[src/rtl/rot_pkg.sv]
package rot_pkg;

    // Datapath configuration
    localparam int DATA_W    = 16;              // operand and result width
    localparam int COEF_W    = 16;              // unsigned coefficient width
    localparam int FRAC_W    = 15;              // fractional bits of coefficients
    localparam int ACC_W     = 32;              // internal accumulator width
    localparam int SEL_W     = 2;               // rotation selector width
    localparam int NUM_LANES = 2;               // two rotated outputs
    localparam int SUM_W     = DATA_W + 1;      // width of a+b
    localparam int KD_W      = COEF_W + 1;      // signed width of kc-ks
    localparam int KS_W      = COEF_W + 1;      // unsigned width of kc+ks

    // Rotation selector encoding
    typedef enum logic [SEL_W-1:0] {
        ROT_PI_16   = 2'd0,
        ROT_3PI_16  = 2'd1,
        ROT_6PI_16  = 2'd2,
        ROT_IDENT   = 2'd3
    } rot_sel_e;

    // Derived coefficients for the three-product form
    typedef struct packed {
        logic        [COEF_W-1:0] kc;     // k*cos
        logic signed [KD_W-1:0]   kdiff;  // k*cos - k*sin
        logic        [KS_W-1:0]   ksum;   // k*cos + k*sin
    } coef_t;

    // Registered products of the first pipeline stage
    typedef struct packed {
        logic signed [ACC_W-1:0] shared;  // kc*(a+b)
        logic signed [ACC_W-1:0] prod_b;  // (kc-ks)*b
        logic signed [ACC_W-1:0] prod_a;  // (kc+ks)*a
    } prod_t;

    // Q15 cosine of the selected angle
    function automatic logic [COEF_W-1:0] coef_cos(rot_sel_e s);
        case (s)
            ROT_PI_16:  return COEF_W'(32138);
            ROT_3PI_16: return COEF_W'(27246);
            ROT_6PI_16: return COEF_W'(12540);
            default:    return COEF_W'(1 << FRAC_W);
        endcase
    endfunction

    // Q15 sine of the selected angle
    function automatic logic [COEF_W-1:0] coef_sin(rot_sel_e s);
        case (s)
            ROT_PI_16:  return COEF_W'(6393);
            ROT_3PI_16: return COEF_W'(18205);
            ROT_6PI_16: return COEF_W'(30274);
            default:    return COEF_W'(0);
        endcase
    endfunction

endpackage

[src/rtl/rot_coef_rom.sv]
module rot_coef_rom
    import rot_pkg::*;
(
    input  rot_sel_e sel,
    output coef_t    coef
);

    logic [COEF_W-1:0] kc;
    logic [COEF_W-1:0] ks;

    always_comb begin
        kc         = coef_cos(sel);
        ks         = coef_sin(sel);
        coef.kc    = kc;
        coef.kdiff = $signed({1'b0, kc}) - $signed({1'b0, ks});
        coef.ksum  = {1'b0, kc} + {1'b0, ks};
    end

endmodule

[src/rtl/rot_mult_stage.sv]
module rot_mult_stage
    import rot_pkg::*;
(
    input  logic                     clk,
    input  logic                     rst,
    input  logic                     en,
    input  logic signed [DATA_W-1:0] a,
    input  logic signed [DATA_W-1:0] b,
    input  coef_t                    coef,
    output prod_t                    prod
);

    logic signed [SUM_W-1:0] sum_ab;
    logic signed [ACC_W-1:0] op_sum;
    logic signed [ACC_W-1:0] op_a;
    logic signed [ACC_W-1:0] op_b;
    logic signed [ACC_W-1:0] op_kc;
    logic signed [ACC_W-1:0] op_kdiff;
    logic signed [ACC_W-1:0] op_ksum;
    prod_t                   prod_next;

    // Operands widened to the accumulator. Every product is exact in ACC_W.
    always_comb begin
        sum_ab   = SUM_W'(a) + SUM_W'(b);
        op_sum   = ACC_W'(sum_ab);
        op_a     = ACC_W'(a);
        op_b     = ACC_W'(b);
        op_kc    = $signed(ACC_W'(coef.kc));
        op_kdiff = ACC_W'(coef.kdiff);
        op_ksum  = $signed(ACC_W'(coef.ksum));
        prod_next.shared = op_sum * op_kc;
        prod_next.prod_b = op_b * op_kdiff;
        prod_next.prod_a = op_a * op_ksum;
    end

    always_ff @(posedge clk) begin
        if (rst) begin
            prod <= '0;
        end else if (en) begin
            prod <= prod_next;
        end
    end

endmodule

[src/rtl/rot_round_sat.sv]
module rot_round_sat
    import rot_pkg::*;
(
    input  logic                     clk,
    input  logic                     rst,
    input  logic                     en,
    input  logic signed [ACC_W-1:0]  shared,
    input  logic signed [ACC_W-1:0]  sub,
    output logic signed [DATA_W-1:0] y
);

    localparam longint OUT_MAX  = (longint'(1) << (DATA_W-1)) - 1;
    localparam longint OUT_MIN  = -(longint'(1) << (DATA_W-1));
    localparam longint HALF_LSB = longint'(1) << (FRAC_W-1);
    localparam longint HI_EDGE  = (OUT_MAX << FRAC_W) + HALF_LSB;
    localparam longint LO_EDGE  = (OUT_MIN << FRAC_W) - HALF_LSB;

    logic signed [ACC_W-1:0]  acc;
    logic signed [ACC_W:0]    rnd;
    logic signed [ACC_W:0]    shifted;
    logic signed [DATA_W-1:0] y_next;

    // One subtraction, one rounding add, one clip
    always_comb begin
        acc     = shared - sub;
        rnd     = (ACC_W+1)'(acc) + (ACC_W+1)'(HALF_LSB);
        shifted = rnd >>> FRAC_W;
        if (shifted > (ACC_W+1)'(OUT_MAX)) begin
            y_next = DATA_W'(OUT_MAX);
        end else if (shifted < (ACC_W+1)'(OUT_MIN)) begin
            y_next = DATA_W'(OUT_MIN);
        end else begin
            y_next = shifted[DATA_W-1:0];
        end
    end

    always_ff @(posedge clk) begin
        if (rst) begin
            y <= '0;
        end else if (en) begin
            y <= y_next;
        end
    end

    // a sum at or above the upper rounding edge clips to the maximum
    a_r6_clip_high: assert property (@(posedge clk) disable iff (rst)
        (en && longint'(acc) >= HI_EDGE) |=> (y == DATA_W'(OUT_MAX)));

    // a sum below the lower rounding edge clips to the minimum
    a_r6_clip_low: assert property (@(posedge clk) disable iff (rst)
        (en && longint'(acc) < LO_EDGE) |=> (y == DATA_W'(OUT_MIN)));

endmodule

[src/rtl/fixed_rotator.sv]
module fixed_rotator
    import rot_pkg::*;
(
    input  logic                     clk,
    input  logic                     rst,
    input  logic                     in_valid,
    input  logic [SEL_W-1:0]         sel,
    input  logic signed [DATA_W-1:0] a,
    input  logic signed [DATA_W-1:0] b,
    output logic                     out_valid,
    output logic signed [DATA_W-1:0] out_c,
    output logic signed [DATA_W-1:0] out_d
);

    coef_t                   coef;
    prod_t                   prod;
    logic                    mid_valid;
    logic signed [ACC_W-1:0]  lane_sub [NUM_LANES];
    logic signed [DATA_W-1:0] lane_y   [NUM_LANES];

    rot_coef_rom u_rom (
        .sel  (rot_sel_e'(sel)),
        .coef (coef)
    );

    rot_mult_stage u_mult (
        .clk  (clk),
        .rst  (rst),
        .en   (in_valid),
        .a    (a),
        .b    (b),
        .coef (coef),
        .prod (prod)
    );

    // Lane 0 removes (kc-ks)*b to give out_c; lane 1 removes (kc+ks)*a to give out_d
    assign lane_sub[0] = prod.prod_b;
    assign lane_sub[1] = prod.prod_a;

    for (genvar g = 0; g < NUM_LANES; g++) begin : g_lane
        rot_round_sat u_lane (
            .clk    (clk),
            .rst    (rst),
            .en     (mid_valid),
            .shared (prod.shared),
            .sub    (lane_sub[g]),
            .y      (lane_y[g])
        );
    end

    assign out_c = lane_y[0];
    assign out_d = lane_y[1];

    always_ff @(posedge clk) begin
        if (rst) begin
            mid_valid <= 1'b0;
            out_valid <= 1'b0;
        end else begin
            mid_valid <= in_valid;
            out_valid <= mid_valid;
        end
    end

    // every result has a valid input two cycles before it
    a_r1_latency: assert property (@(posedge clk) disable iff (rst)
        out_valid |-> $past(in_valid, 2));

    // the identity selector passes both operands through unchanged
    a_r4_identity: assert property (@(posedge clk) disable iff (rst)
        (out_valid && $past(sel, 2) == ROT_IDENT) |->
            (out_c == $past(a, 2) && out_d == $past(b, 2)));

    // zero operands give zero results
    a_r9_zero_in: assert property (@(posedge clk) disable iff (rst)
        (out_valid && $past(a, 2) == 0 && $past(b, 2) == 0) |->
            (out_c == 0 && out_d == 0));

    // outputs hold when the output stage is not loaded
    a_r8_hold: assert property (@(posedge clk) disable iff (rst)
        !$past(mid_valid) |-> ($stable(out_c) && $stable(out_d)));

endmodule

[config.mk]
export PLATFORM = sky130hd
export DESIGN_NAME = fixed_rotator
export DESIGN_NICKNAME = d
export VERILOG_FILES = /design/src/rtl/rot_pkg.sv /design/src/rtl/rot_coef_rom.sv /design/src/rtl/rot_mult_stage.sv /design/src/rtl/rot_round_sat.sv /design/src/rtl/fixed_rotator.sv
export SDC_FILE = /design/constraint.sdc
export NUM_CORES = 2
export LEC_CHECK = 0
export BUFFER_PORTS_ARGS = -buffer_cell sky130_fd_sc_hd__buf_2
export CAP_MARGIN = 10
export CORE_MARGIN = 2
export CORE_UTILIZATION = 40
export CTS_CLUSTER_SIZE = 20
export DETAILED_ROUTE_END_ITERATION = 16
export SLEW_MARGIN = 25
export SYNTH_ARGS = -nofsm -noshare
export SYNTH_HDL_FRONTEND = slang
export SYNTH_HIERARCHICAL = 1
export SYNTH_SLANG_ARGS = --single-unit
[constraint.sdc]
create_clock -name clk -period 8.2 [get_ports clk]
set_input_delay 0.41 -clock clk [delete_from_list [all_inputs] [get_ports clk]]
set_output_delay 0.41 -clock clk [all_outputs]
set_load 0.03 [all_outputs]
==> results.yml <==
min_path:
  min-delay-path-class: "in2reg"
drt:
  post_drt_wl_per_cell_microns: 17.8
  routed-via-count: 29700
  drtAntennaViolNets: 0
  post_route_drc_violation_count: 0
  avgViaCountPerCell: 5.09
  dr.first_iter.drc_count: 1737
  wl_mm: 104
  dr.pass1.iters: 7
finish:
  final_nets: 5692
  areaGrowthSynthToFinish_pct: 7.05
  proportion_of_layout_cells_with_a_drive_suffix_above_1_pct: 6.73
  regArea_sq_mm: 0.00260
  mostFrequentLayoutCell: "inv_1"
  num-fill-cells: 9733
  design_area_sq_mm: 0.0420
  layout.cells.most_common_list: "956 x inv_1, 739 x fa_1, 558 x nand2_1, 364 x ha_1, 342 x and2_1"
  multiInputGateArea_sq_mm: 0.0321
setup_path:
  crit_top_cell: "fa_1"
  worst_ep_arrival_time_ps: 8040
  cp_data_required_time_ps: 8500
  kind_of_critical_path: "in2reg"
  type_of_origin_of_the_critical_path: "primary input"
  crit_slowest_cell: "fa_1"
  crit_path_max_fanout: 6
  cpPeakStageDelay_ps: 560
  critPathCaptureType: "register"
grt:
  grt_pass1_wl_mm: 168
  number_of_antenna_violations_at_the_first_check_in_global_routing: 10
  grt_start_max_net_pins: 85
  grt_pass1_vias: 30700
  grt-ovfl-total: 0
  grt.total_usage_pct: 21.1
sta:
  max_slew_violation_count: 0
  tightest_slew_ps: 1050
  finalClockSkew_ps: 13.7
  grt_setup_unrepaired: "no"
  setup_viol: 0
  period_needed_ps: 7730
  relative_slew_slack_pct: 29.8
  min_period_over_period_pct: 94.3
  timing.fmax_mhz: 129
  report.final.hold_viol_count: 0
synth:
  syn_area_sq_mm: 0.0392
  synth_enable_flop_cells: 0
  ys_ff_latch: 130
  synth_flop_cell: "dfxtp_1"
  synth_seq_area_share_pct: 6.64
  asyncSetResetFlopFracSynth_pct: 0
  yosysUniqueCellTypes: 97
  ys_warn_count: 6
  postSynthAreaPerCell_sq_um: 8.68
  postSynthCellCount: 4520
placed_design:
  placedInstanceArea_sq_mm: 0.0414
  place.port_buffers: 69
  dp.final_hpwl_mm: 85.8
  final_gp_congestion: 0.899
clocking:
  cts.root.buffer_cell: "clkbuf_16"
  clkSlewWorstSetupHoldPaths_ps: 70
  clockBufferDepth: 2
  cts_htree_levels: 4
  cts_num_sinks: 130
  tritoncts_clock_tree: "built"
  worstSkewPairLatency_ps: 440
  cts_inserted_buffers: 17
die:
  floorplan.io_pins: 70
  core_region_area_sq_mm: 0.0970
  initial_utilization_pct: 40.4
  die-area_sq_mm: 0.101
  core.rowCount: 114
  die_h_microns: 317
  chipWidth_microns: 317
job:
  cap_viol_max_count: 0
outcome:
  run_status: "finished clean"
[logic make-up after synthesis]
logic type	count (synthesis)	share of synthesized area, %
compound gates	535	9.62
fa+ha+maj	1106	49.4
flops	130	6.64
buf+inv	1160	11.6
mux	66	1.69
simple gates	1341	16.8
other cells	1	0.00956
xor+xnor	181	4.21
[flip-flops by register name (all words and copies together), names as in the netlist]
register and cells:
g_lane.u_lane/y 32, mid_valid 1, out_valid 1, u_mult/prod 96
[critical path, delay by kind of cell]
kind            cells  cell delay, ps
compound gates      6            1120
xor+xnor            2             390
fa+ha+maj           9            3750
buf+inv             8             790
mux                 1             150
simple gates       10            1420
[cell type report]
type | instances | area share, %
sequential | 130 | 6.20
multi-input combinational | 3231 | 76.5
inverter | 960 | 8.58
antenna | 1 | 0.00596
tap | 1276 | 3.80
clock inverter | 13 | 0.355
timing repair buffer | 209 | 3.49
clock buffer | 19 | 1.06
[timing repair]
| action | 4_1_cts | 5_1_grt |
|---|---|---|
| setup endpoints to repair | 0 | 3 |
| hold buffers | 0 | 0 |
| buffers inserted | 0 | 1 |
| gates resized for setup | 0 | 2 |
[layer usage]
layer | wire length [microns] | global-route usage [%]
met1 | 49100 | 30.2
met2 | 46400 | 33.7
met3 | 6340 | 3.97
met4 | 1840 | 3.88
met5 | 91 | 0
[stage by stage]
step	setup TNS [ps]	setup slack, ps	hold slack (ps)	std cells	util (%)
after CTS	0	323	419	5837	43.3
after detailed placement	-226	-135	452	5805	42.7
after floorplan	0	300	425	4521	-
final	0	466	426	5839	43.3
after global routing	0	17.3	471	5839	43.3
after global placement	0	40.5	447	5805	42.7
[final timing paths]
path                                      from                             endpoint  slack (ps)  cells past startpoint
setup / recovery                          a[0]         u_mult/prod[95]$_SDFFE_PP0P_         470                     36
hold / removal                             rst  g_lane[0].u_lane/y[15]$_SDFFE_PP0P_         430                      2
hold reg to reg   u_mult/prod[32]$_SDFFE_PP0P_         u_mult/prod[32]$_SDFFE_PP0P_         470                      2
setup reg to reg  u_mult/prod[68]$_SDFFE_PP0P_  g_lane[0].u_lane/y[10]$_SDFFE_PP0P_        3740                     15
[Yosys cell counts, drive strengths merged (18+ instances only)]
library cell  instances  share of area, %
a211oi               33              0.70
a21o                 46              0.89
a21oi               151               2.0
a221o                28              0.71
a31oi                19              0.33
and2                342               5.5
buf                  46              0.89
clkbuf              154               1.5
dfxtp               130               6.6
fa                  739                38
ha                  367                12
inv                 960               9.2
mux2i                64               1.6
nand2               558               5.3
nand2b               47              0.75
nand3                27              0.41
nand4                26              0.52
nor2                200               1.9
nor2b                31              0.49
nor3                 43              0.55
o21a                 21              0.40
o21ai                86               1.1
o21bai               18              0.35
xnor2               125               2.8
xor2                 55               1.3
Power is left out: the tool's default activity adds up to more than one toggle a clock period on the data nets, which glitch-free logic cannot reach.
